### src/rtl/dir_pkg.sv
package dir_pkg;
  typedef enum logic [1:0] {
    REQ_RD = 2'd0,
    REQ_WR = 2'd1,
    REQ_WB = 2'd2
  } req_e;

  typedef enum logic [2:0] {
    MSG_INV       = 3'd0,
    MSG_FETCH     = 3'd1,
    MSG_FETCH_INV = 3'd2,
    MSG_DATA      = 3'd3,
    MSG_ACK       = 3'd4
  } msg_e;

  typedef enum logic [1:0] {
    BLK_UNC = 2'd0,
    BLK_SHR = 2'd1,
    BLK_EXC = 2'd2
  } blk_e;

  typedef enum logic [2:0] {
    PH_IDLE,
    PH_INV,
    PH_FETCH,
    PH_WAIT,
    PH_REPLY
  } phase_e;
endpackage

### src/rtl/dir_lowbit.sv
module dir_lowbit #(
  parameter int N = 4,
  parameter int W = 2
) (
  input  logic [N-1:0] vec_i,
  output logic [W-1:0] idx_o,
  output logic         any_o
);
  always_comb begin
    idx_o = '0;
    any_o = |vec_i;
    for (int i = N - 1; i >= 0; i--) begin
      if (vec_i[i]) idx_o = W'(i);
    end
  end
endmodule

### src/rtl/dir_store.sv
module dir_store #(
  parameter int NPROC  = 4,
  parameter int ADDR_W = 4,
  parameter int DATA_W = 8
) (
  input  logic              clk_i,
  input  logic              rst_ni,
  input  logic [ADDR_W-1:0] rd_addr_i,
  output logic [1:0]        rd_state_o,
  output logic [NPROC-1:0]  rd_sharers_o,
  output logic [DATA_W-1:0] rd_data_o,
  input  logic [ADDR_W-1:0] wr_addr_i,
  input  logic              dir_we_i,
  input  logic [1:0]        wr_state_i,
  input  logic [NPROC-1:0]  wr_sharers_i,
  input  logic              mem_we_i,
  input  logic [DATA_W-1:0] wr_data_i
);
  import dir_pkg::*;
  localparam int NBLK = 1 << ADDR_W;

  logic [1:0]        st_arr [NBLK];
  logic [NPROC-1:0]  sh_arr [NBLK];
  logic [DATA_W-1:0] mem_arr[NBLK];

  for (genvar b = 0; b < NBLK; b++) begin : g_blk
    logic              hit;
    logic [1:0]        st_q;
    logic [NPROC-1:0]  sh_q;
    logic [DATA_W-1:0] mem_q;

    assign hit = (wr_addr_i == ADDR_W'(b));

    always_ff @(posedge clk_i or negedge rst_ni) begin
      if (!rst_ni) begin
        st_q  <= BLK_UNC;
        sh_q  <= '0;
        mem_q <= '0;
      end else begin
        if (dir_we_i && hit) begin
          st_q <= wr_state_i;
          sh_q <= wr_sharers_i;
        end
        if (mem_we_i && hit) mem_q <= wr_data_i;
      end
    end

    assign st_arr[b]  = st_q;
    assign sh_arr[b]  = sh_q;
    assign mem_arr[b] = mem_q;
  end

  assign rd_state_o   = st_arr[rd_addr_i];
  assign rd_sharers_o = sh_arr[rd_addr_i];
  assign rd_data_o    = mem_arr[rd_addr_i];
endmodule

### src/rtl/dir_seq.sv
module dir_seq #(
  parameter int NPROC  = 4,
  parameter int ADDR_W = 4,
  parameter int DATA_W = 8,
  parameter int PID_W  = 2
) (
  input  logic              clk_i,
  input  logic              rst_ni,
  input  logic              req_valid_i,
  output logic              req_ready_o,
  input  logic [1:0]        req_type_i,
  input  logic [PID_W-1:0]  req_pid_i,
  input  logic [ADDR_W-1:0] req_addr_i,
  input  logic [DATA_W-1:0] req_data_i,
  input  logic              rsp_valid_i,
  output logic              rsp_ready_o,
  input  logic [DATA_W-1:0] rsp_data_i,
  output logic              out_valid_o,
  input  logic              out_ready_i,
  output logic [2:0]        out_type_o,
  output logic [PID_W-1:0]  out_pid_o,
  output logic [ADDR_W-1:0] out_addr_o,
  output logic [DATA_W-1:0] out_data_o,
  input  logic [1:0]        rd_state_i,
  input  logic [NPROC-1:0]  rd_sharers_i,
  input  logic [DATA_W-1:0] rd_data_i,
  output logic [ADDR_W-1:0] wr_addr_o,
  output logic              dir_we_o,
  output logic [1:0]        wr_state_o,
  output logic [NPROC-1:0]  wr_sharers_o,
  output logic              mem_we_o,
  output logic [DATA_W-1:0] wr_data_o
);
  import dir_pkg::*;

  phase_e            phase_q;
  logic [1:0]        kind_q;
  logic [PID_W-1:0]  pid_q;
  logic [PID_W-1:0]  owner_q;
  logic [ADDR_W-1:0] addr_q;
  logic [DATA_W-1:0] data_q;
  logic [NPROC-1:0]  inv_q;

  logic              accept;
  logic [NPROC-1:0]  req_bit;
  logic [PID_W-1:0]  own_idx;
  logic              own_any;
  logic [PID_W-1:0]  inv_idx;
  logic              inv_any;
  logic [NPROC-1:0]  inv_rest;
  logic [NPROC-1:0]  inv_init;
  logic              is_exc;
  logic              owner_wb;

  dir_lowbit #(.N(NPROC), .W(PID_W)) u_own (
    .vec_i(rd_sharers_i), .idx_o(own_idx), .any_o(own_any)
  );
  dir_lowbit #(.N(NPROC), .W(PID_W)) u_inv (
    .vec_i(inv_q), .idx_o(inv_idx), .any_o(inv_any)
  );

  assign accept   = (phase_q == PH_IDLE) && req_valid_i;
  assign req_bit  = NPROC'(1) << req_pid_i;
  assign is_exc   = (rd_state_i == BLK_EXC) && own_any;
  assign owner_wb = is_exc && (rd_sharers_i == req_bit);
  assign inv_init = (rd_state_i == BLK_SHR) ? (rd_sharers_i & ~req_bit) : '0;
  assign inv_rest = inv_q & ~(NPROC'(1) << inv_idx);

  // directory and memory writes
  always_comb begin
    dir_we_o     = 1'b0;
    mem_we_o     = 1'b0;
    wr_addr_o    = addr_q;
    wr_state_o   = rd_state_i;
    wr_sharers_o = rd_sharers_i;
    wr_data_o    = rsp_data_i;
    if (accept) begin
      wr_addr_o = req_addr_i;
      case (req_type_i)
        REQ_RD: begin
          dir_we_o     = 1'b1;
          wr_state_o   = BLK_SHR;
          wr_sharers_o = rd_sharers_i | req_bit;
        end
        REQ_WR: begin
          dir_we_o     = 1'b1;
          wr_state_o   = BLK_EXC;
          wr_sharers_o = req_bit;
        end
        default: begin
          if ((req_type_i == REQ_WB) && owner_wb) begin
            dir_we_o     = 1'b1;
            mem_we_o     = 1'b1;
            wr_state_o   = BLK_UNC;
            wr_sharers_o = '0;
            wr_data_o    = req_data_i;
          end
        end
      endcase
    end else if ((phase_q == PH_WAIT) && rsp_valid_i && (kind_q == REQ_RD)) begin
      mem_we_o = 1'b1;
    end
  end

  always_ff @(posedge clk_i or negedge rst_ni) begin
    if (!rst_ni) begin
      phase_q <= PH_IDLE;
      kind_q  <= '0;
      pid_q   <= '0;
      owner_q <= '0;
      addr_q  <= '0;
      data_q  <= '0;
      inv_q   <= '0;
    end else begin
      case (phase_q)
        PH_IDLE: begin
          if (req_valid_i) begin
            kind_q  <= req_type_i;
            pid_q   <= req_pid_i;
            addr_q  <= req_addr_i;
            owner_q <= own_idx;
            inv_q   <= '0;
            data_q  <= rd_data_i;
            case (req_type_i)
              REQ_RD: phase_q <= is_exc ? PH_FETCH : PH_REPLY;
              REQ_WR: begin
                if (is_exc) begin
                  phase_q <= PH_FETCH;
                end else begin
                  inv_q   <= inv_init;
                  phase_q <= (|inv_init) ? PH_INV : PH_REPLY;
                end
              end
              default: begin
                data_q  <= '0;
                phase_q <= PH_REPLY;
              end
            endcase
          end
        end
        PH_INV: begin
          if (out_ready_i) begin
            inv_q <= inv_rest;
            if (!(|inv_rest)) phase_q <= PH_REPLY;
          end
        end
        PH_FETCH: begin
          if (out_ready_i) phase_q <= PH_WAIT;
        end
        PH_WAIT: begin
          if (rsp_valid_i) begin
            data_q  <= rsp_data_i;
            phase_q <= PH_REPLY;
          end
        end
        PH_REPLY: begin
          if (out_ready_i) phase_q <= PH_IDLE;
        end
        default: phase_q <= PH_IDLE;
      endcase
    end
  end

  // outgoing message view
  always_comb begin
    out_valid_o = 1'b0;
    out_type_o  = MSG_DATA;
    out_pid_o   = pid_q;
    out_data_o  = '0;
    case (phase_q)
      PH_INV: begin
        out_valid_o = inv_any;
        out_type_o  = MSG_INV;
        out_pid_o   = inv_idx;
      end
      PH_FETCH: begin
        out_valid_o = 1'b1;
        out_type_o  = (kind_q == REQ_WR) ? MSG_FETCH_INV : MSG_FETCH;
        out_pid_o   = owner_q;
      end
      PH_REPLY: begin
        out_valid_o = 1'b1;
        out_type_o  = (kind_q == REQ_RD || kind_q == REQ_WR) ? MSG_DATA : MSG_ACK;
        out_data_o  = data_q;
      end
      default: ;
    endcase
  end

  assign out_addr_o  = addr_q;
  assign req_ready_o = (phase_q == PH_IDLE);
  assign rsp_ready_o = (phase_q == PH_WAIT);
endmodule

### src/rtl/dir_home_ctrl.sv
module dir_home_ctrl #(
  parameter int NPROC  = 4,
  parameter int ADDR_W = 4,
  parameter int DATA_W = 8,
  localparam int PID_W = (NPROC > 1) ? $clog2(NPROC) : 1
) (
  input  logic              clk_i,
  input  logic              rst_ni,
  input  logic              req_valid_i,
  output logic              req_ready_o,
  input  logic [1:0]        req_type_i,
  input  logic [PID_W-1:0]  req_pid_i,
  input  logic [ADDR_W-1:0] req_addr_i,
  input  logic [DATA_W-1:0] req_data_i,
  input  logic              rsp_valid_i,
  output logic              rsp_ready_o,
  input  logic [DATA_W-1:0] rsp_data_i,
  output logic              out_valid_o,
  input  logic              out_ready_i,
  output logic [2:0]        out_type_o,
  output logic [PID_W-1:0]  out_pid_o,
  output logic [ADDR_W-1:0] out_addr_o,
  output logic [DATA_W-1:0] out_data_o
);
  logic [1:0]        rd_state;
  logic [NPROC-1:0]  rd_sharers;
  logic [DATA_W-1:0] rd_data;
  logic [ADDR_W-1:0] wr_addr;
  logic              dir_we;
  logic [1:0]        wr_state;
  logic [NPROC-1:0]  wr_sharers;
  logic              mem_we;
  logic [DATA_W-1:0] wr_data;

  dir_store #(.NPROC(NPROC), .ADDR_W(ADDR_W), .DATA_W(DATA_W)) u_store (
    .clk_i        (clk_i),
    .rst_ni       (rst_ni),
    .rd_addr_i    (req_addr_i),
    .rd_state_o   (rd_state),
    .rd_sharers_o (rd_sharers),
    .rd_data_o    (rd_data),
    .wr_addr_i    (wr_addr),
    .dir_we_i     (dir_we),
    .wr_state_i   (wr_state),
    .wr_sharers_i (wr_sharers),
    .mem_we_i     (mem_we),
    .wr_data_i    (wr_data)
  );

  dir_seq #(.NPROC(NPROC), .ADDR_W(ADDR_W), .DATA_W(DATA_W), .PID_W(PID_W)) u_seq (
    .clk_i        (clk_i),
    .rst_ni       (rst_ni),
    .req_valid_i  (req_valid_i),
    .req_ready_o  (req_ready_o),
    .req_type_i   (req_type_i),
    .req_pid_i    (req_pid_i),
    .req_addr_i   (req_addr_i),
    .req_data_i   (req_data_i),
    .rsp_valid_i  (rsp_valid_i),
    .rsp_ready_o  (rsp_ready_o),
    .rsp_data_i   (rsp_data_i),
    .out_valid_o  (out_valid_o),
    .out_ready_i  (out_ready_i),
    .out_type_o   (out_type_o),
    .out_pid_o    (out_pid_o),
    .out_addr_o   (out_addr_o),
    .out_data_o   (out_data_o),
    .rd_state_i   (rd_state),
    .rd_sharers_i (rd_sharers),
    .rd_data_i    (rd_data),
    .wr_addr_o    (wr_addr),
    .dir_we_o     (dir_we),
    .wr_state_o   (wr_state),
    .wr_sharers_o (wr_sharers),
    .mem_we_o     (mem_we),
    .wr_data_o    (wr_data)
  );
endmodule

### config.mk
export PLATFORM = sky130hd
export DESIGN_NAME = dir_home_ctrl
export DESIGN_NICKNAME = d
export VERILOG_FILES = /design/src/rtl/dir_pkg.sv /design/src/rtl/dir_lowbit.sv /design/src/rtl/dir_store.sv /design/src/rtl/dir_seq.sv /design/src/rtl/dir_home_ctrl.sv
export SDC_FILE = /design/constraint.sdc
export NUM_CORES = 1
export LEC_CHECK = 0
export BUFFER_PORTS_ARGS = -buffer_cell sky130_fd_sc_hd__clkbuf_2
export CAP_MARGIN = 20
export CORE_AREA = 2 2 171 173
export DETAILED_ROUTE_END_ITERATION = 6
export DIE_AREA = 0 0 173 175
export PLACE_DENSITY = 0.77
export SYNTH_ARGS = -nofsm -noshare
export SYNTH_HDL_FRONTEND = slang
export SYNTH_SLANG_ARGS = --single-unit
### constraint.sdc
create_clock -name clk_i -period 7 [get_ports clk_i]
set_clock_uncertainty 0.15 [all_clocks]
set_input_delay 0.7 -clock clk_i [delete_from_list [all_inputs] [get_ports clk_i]]
set_output_delay 0.7 -clock clk_i [all_outputs]
set_load 0.03 [all_outputs]
# After elaboration in Yosys (flattened, before gate mapping)
# Index checks and enable logic that the tools add are counted.
# Widths: inputs -> output; s select.
# totals
elab_cells	210
input_bits	29
register_bits	249
# op_classes
n_bitwise	6
eq_ne	31
shifts	2
magnitude_cmp	1
n_mux	60
reduce_logical	55
# ops
cell	n
$mux 8	9
$mux 4	10
$logic_and 1x1->1	38
$bmux 8 s4	1
$eq 4x4->1 const B	8
$mux 3	10
$mux 2	13
$bmux 4 s4	1
$eq 4x3->1 const B	4
$pmux 4 s2	2
$pmux 8 s2	1
$reduce_or 4->1	4
$pmux 3 s5	1
$ne 2x2->1 const B	6
$pmux 3 s3	1
$and 4x4->4	2
$bmux 2 s4	1
$eq 4x2->1 const B	2
$not 4->4	2
$pmux 2 s2	2
$shl 1x2->4 const A	2
$eq 2x1->1 const B	3
$eq 3x2->1 const B	2
$mux 1	6
19 further kinds	24

# Logic depth before layout (Yosys ltp)
# logic_depth
ltp_word	12
ltp_mapped	15

# Cells and area by module
# Synthesis repeated with hierarchy kept, for this count alone.
# hier_totals
hier_cells	885
hier_area_um2	12275.5
# by_module_without_submodules
mod	cells_per_inst	n_inst	area_each_um2
dir_store	634	1	10309.9
dir_seq	237	1	1895.6
dir_lowbit	7	2	35.0

# Worst setup path after synthesis
# OpenSTA, ideal clock, no wires.
# synth_path
kind	in2reg
startpoint	input req_addr_i[1]
endpoint	register u_store.g_blk[0].mem_q[0]
arrival_time_ns	4.062
stages	15
setup_time_ns	0.066
path_buffers	6
required_time_ns	6.784
setup_slack_ns	2.722
cell_sequence	clkbuf_1 clkbuf_1 mux4_2 nand2_1 and4_1 ha_1 nor4_1 nand4b_1 nor3_4 and2_1 buf_4 buf_4 buf_4 buf_2 o311a_1
# synth_via
elab_chain_len	12
# synth_rtl
item	line_no	source
start: declaration	dir_home_ctrl.sv:13	input logic [ADDR_W-1:0] req_addr_i,
$not 4->5 (not written as such)	dir_store.sv:53, dir_store.sv:54	
$bmux 2 s4 or $bmux 4 s4 (tied branches)	dir_store.sv:53, dir_store.sv:54	
$mux 2 (not written as such) or $mux 4 (tied branches) (2 in series)	dir_store.sv:53, dir_store.sv:54	
$eq 2x2->1 or $reduce_or 4->1 (tied branches)	dir_seq.sv:64, dir_lowbit.sv:11	
$logic_and 1x1->1	dir_seq.sv:64	assign is_exc = (rd_state_i == BLK_EXC) && own_any;
$logic_and 1x1->1	dir_seq.sv:65	assign owner_wb = is_exc && (rd_sharers_i == req_bit);
$logic_and 1x1->1	dir_seq.sv:91	if ((req_type_i == REQ_WB) && owner_wb) begin
$mux 1	dir_seq.sv:91	
$mux 1	dir_seq.sv:79	case (req_type_i)
$mux 1	dir_seq.sv:77	if (accept) begin
$logic_and 1x1->1	dir_store.sv:44	if (mem_we_i && hit) mem_q <= wr_data_i;
end signal: assignment	dir_store.sv:44	
end: declaration	dir_store.sv:30	logic [DATA_W-1:0] mem_q;
# Parallel ways exist; a longest one is shown, timed or not. The select of a mux whose other input is x is not followed.
# A chain may end at the register's enable or synchronous reset.

# Worst setup path in the final report
# layout_path
startpoint	input req_addr_i[0]
endpoint	register u_store.g_blk[11].sh_q[0]
# layout_via
elab_chain_len	12
# layout_rtl
item	line_no	source
$not 4->5 (not written as such)	dir_store.sv:53, dir_store.sv:54	
$bmux 2 s4 or $bmux 4 s4 (tied branches)	dir_store.sv:53, dir_store.sv:54	
$mux 2 (not written as such) or $mux 4 (tied branches) (2 in series)	dir_store.sv:53, dir_store.sv:54	
$eq 2x2->1 or $reduce_or 4->1 (tied branches)	dir_seq.sv:64, dir_lowbit.sv:11	
$logic_and 1x1->1	dir_seq.sv:64	
$logic_and 1x1->1	dir_seq.sv:65	
$logic_and 1x1->1	dir_seq.sv:91	
$mux 1	dir_seq.sv:91	
$mux 1	dir_seq.sv:79	
$mux 1	dir_seq.sv:77	
$logic_and 1x1->1	dir_store.sv:40	if (dir_we_i && hit) begin
end signal: assignment	dir_store.sv:42	sh_q <= wr_sharers_i;
end: declaration	dir_store.sv:29	logic [NPROC-1:0] sh_q;
# Parallel ways exist; a longest one is shown, timed or not. The select of a mux whose other input is x is not followed.

==> flow_metrics.py <==
metrics = {
    "clocking": {
        "cts_tree": "built",
        "ctsResizeCount": 0,
        "cts_hold_buffers": 0,
        "post_cts_buffers": 0,
        "cts_made_buffers": 27,
        "clock-sinks": 249,
        "clk_pin_slew_ns": 0.06,
        "ctsLongestPathBuffers": 3,
        "cts_htree_levels": 1,
        "clkLatencyLatePin_ns": 0.55,
        "cts_root_buffer": "clkbuf_16",
    },
    "sta": {
        "hold_viol": 1,
        "setup_tns_ns": 0,
        "setup_violations": 0,
        "grt_setup_unrepaired": "false",
        "fin_crit_sh_pct": 74.22,
        "fmax_ghz": 0.1925,
        "fin_hold_ws_ns": -0.001024,
        "slew_violations": 0,
        "maxSlewHeadroom_pct": 23.30,
        "period_needed_ns": 5.195,
        "worstMarginPinSlew_ns": 1.146,
    },
    "critical_path": {
        "cp.required_ns": 7.25,
        "path_class": "in -> reg",
        "worstPathMaxFanout": 81,
        "endpoint_kind": "flop",
        "cp_cell_sequence": "buf_4 -> mux4_2 -> nand2_1 -> and4_1 -> ha_1 -> nor4_1 -> nand4b_1 -> nor3_4 -> and2_4 -> buf_4 -> o21ai_0",
        "crit_top_cell": "buf_4",
        "slowest_stage": "and2_4",
        "crit_path_start_kind": "input port",
        "slowest_delay_ns": 0.85,
        "crit_arrival_ns": 5.45,
    },
    "power_and_ir_drop": {
        "p_leak_nw": 8.405,
        "switchingPower_mw": 1.825,
        "swShare_pct": 38.40,
        "sequentialPowerShare_pct": 34.2,
        "p_per_area_nw_per_um2": 287.8,
        "p_comb_share_pct": 37.1,
        "ir_drop_v": 0.0002159,
        "clock_power_share_pct": 28.6,
        "p_int_mw": 2.927,
    },
    "synth": {
        "syn_area_um2": 15430,
        "synth_nets": 1549,
        "yosysSeqAreaShare_pct": 40.39,
        "synth_enable_flop_cells": 0,
        "synth_flop_cell": "dfrtp_1",
        "synth_cells": 1512,
        "synth_most_common_cell": "dfrtp_1",
        "yosys.area.top_type_share_pct": 40.39,
        "ys_seq_elements": 249,
        "yosys-top-cells-area": "dfrtp_1, mux4_2, o311a_1",
        "synth_top_area_cell": "dfrtp_1",
        "yosys_warnings": 0,
        "ys_types": 56,
        "synth_area_per_cell_um2": 10.20,
        "synth_async_sr_flop_share_pct": 100.0,
        "synthTopCellsByCount": "dfrtp_1, nand2_1, nand4_1",
    },
    "final_layout": {
        "final_nets": 1491,
        "multi_input_area_um2": 8353,
        "drive_above_1_share_pct": 21.47,
        "final_util_pct": 58.15,
        "antenna_cells": 0,
        "area_growth_pct": 7.023,
        "fillers": 2325,
        "seq_area_um2": 6231,
    },
    "global_route": {
        "gr-total-overflow": 0,
        "grt_pass1_vias": 12337,
        "grt_pass1_wl_um": 67660,
        "track_usage_pct": 27.29,
        "antenna_found_initial": 1,
        "grt_max_degree": 139,
    },
    "routing": {
        "vias_per_cell": 6.965,
        "num_vias": 12892,
        "antenna_left": 0,
        "route.detailed.drc": 0,
        "drt_pass1_iterations": 5,
        "wirelength_um": 42100,
        "initialDrtViolationCount": 1571,
        "routedWlPerCell_um": 22.75,
    },
    "placed_design": {
        "io_buffer_count": 48,
        "routabilityCongestion": 0.8824,
        "dp_hpwl_um": 25090,
    },
    "die": {
        "die_area_um2": 30280,
        "initial_core_util_pct": 54.34,
        "core-area_um2": 28390,
        "die_w_um": 173,
        "placementRows": 62,
        "ioPinCount": 49,
        "dieHeight_um": 175,
    },
    "flow_run": {
        "maxCapViolCount": 0,
    },
    "outcome": {
        "violations": "hold timing",
        "status": "finished with violations",
    },
    "hold_path": {
        "hp-class": "in -> async",
    },
}
cells in the final DEF, fill, tap and decap left out, types with 6 or more instances in the layout:
| cell | synthesis | layout |
|---|---|---|
| o311a_1 | 120 | 120 |
| mux2_2 | 99 | 99 |
| clkbuf_1 | 117 | 6 |
| a22oi_1 | 11 | 11 |
| nand2b_1 | 11 | 11 |
| ha_1 | 8 | 8 |
| nand4_1 | 138 | 138 |
| o21ai_0 | 115 | 115 |
| a211oi_1 | 17 | 17 |
| mux2_1 | 21 | 21 |
| mux4_2 | 64 | 64 |
| nand3_1 | 9 | 9 |
| a21oi_1 | 108 | 108 |
| nor2b_1 | 6 | 6 |
| nor4_4 | 11 | 12 |
| dfrtp_1 | 249 | 249 |
| clkbuf_16 | 0 | 27 |
| nand2_1 | 143 | 143 |
| inv_1 | 10 | 10 |
| mux2i_1 | 11 | 11 |
| clkbuf_2 | 0 | 46 |
| nor2_1 | 121 | 120 |
| and2_1 | 11 | 10 |
| buf_4 | 10 | 33 |
critical path, delay by kind of cell:
kind | cells | cell delay (ns)
AND/OR/NAND/NOR | 6 | 2.60
buffers and inverters | 2 | 1.02
multiplexers | 1 | 0.65
adder cells (fa/ha/maj) | 1 | 0.28
AO/OA/AOI/OAI | 1 | 0.14
cell type report:
type	instances	share of cell area, %
Multi-Input combinational cell	1077	50.59
Sequential cell	249	37.74
Clock buffer	38	4.645
Timing Repair Buffer	84	3.418
Tap cell	384	2.910
Inverter	15	0.4016
Clock inverter	4	0.2955
layer usage:
layer	vias to the layer above	global-route usage, %	wire [µm]
li1	5695	-	-
met1	6467	39.60	17860
met2	645	42.25	19530
met3	83	3.916	3630
met4	2	9.428	1067
met5	-	0	13
registers in the layout, indices dropped and copies added, names as in the netlist:
| name | flops |
|---|---|
| u_store.g_blk.sh_q | 64 |
| u_seq.out_addr_o | 4 |
| u_store.g_blk.st_q | 32 |
| u_seq.owner_q | 2 |
| u_seq.kind_q | 2 |
| u_store.g_blk.mem_q | 128 |
| u_seq.pid_q | 2 |
| u_seq.data_q | 8 |
| u_seq.phase_q | 3 |
| u_seq.inv_q | 4 |
power by group through the flow:
| stage | Clock (mW) | Combinational, mW | Sequential [mW] |
|---|---|---|---|
| global placement | 0 | 1.69 | 1.64 |
| finish | 1.36 | 1.77 | 1.63 |
| detailed placement | 0 | 1.73 | 1.65 |
| CTS | 1.37 | 1.74 | 1.62 |
| floorplan | 0 | 1.40 | 1.62 |
| global route | 1.44 | 1.89 | 1.64 |
worst paths after layout:
| kind | from | endpoint | slack [ns] | depth (start not counted) |
|---|---|---|---|---|
| min in group clk_i | req_pid_i[0] | u_seq.pid_q[0]$_DFFE_PN0P_ | 0.30 | 3 |
| hold reg to reg | u_seq.data_q[5]$_DFFE_PN0P_ | u_seq.data_q[5]$_DFFE_PN0P_ | 0.32 | 2 |
| setup / recovery | req_addr_i[0] | u_store.g_blk[11].sh_q[0]$_DFFE_PN0P_ | 1.80 | 11 |
| setup reg to reg | u_store.g_blk[3].sh_q[0]$_DFFE_PN0P_ | u_store.g_blk[11].sh_q[0]$_DFFE_PN0P_ | 2.34 | 10 |
| hold / removal | rst_ni | u_store.g_blk[13].mem_q[3]$_DFFE_PN0P_ | -0.001 | 1 |
| max in group asynchronous | rst_ni | u_store.g_blk[14].sh_q[3]$_DFFE_PN0P_ | 5.43 | 2 |
cells by family (layout without fill, tap and decap cells):
group	after synthesis	after routing	synth area share (%)
buffers and inverters	186	141	5.620
multiplexers	199	199	19.40
adder cells (fa/ha/maj)	8	8	0.6488
AND/OR/NAND/NOR	482	482	16.66
AO/OA/AOI/OAI	388	388	17.28
flip-flops	249	249	40.39
per-stage QoR:
stage | instances | hold WS, ns | cell area, µm² | power, mW | setup slack, ns
after floorplan | 1512 | 0.2544 | 15430 | 3.021 | 2.722
after global placement | 1803 | 0.3068 | 15650 | 3.336 | 1.408
after detailed placement | 1807 | 0.3134 | 15680 | 3.379 | 1.224
after CTS | 1849 | 0.1214 | 16500 | 4.731 | 1.769
after global routing | 1851 | 0.1437 | 16510 | 4.960 | 1.516
final | 1851 | -0.001024 | 16510 | 4.751 | 1.805
Power figures use the tool's default switching activity.
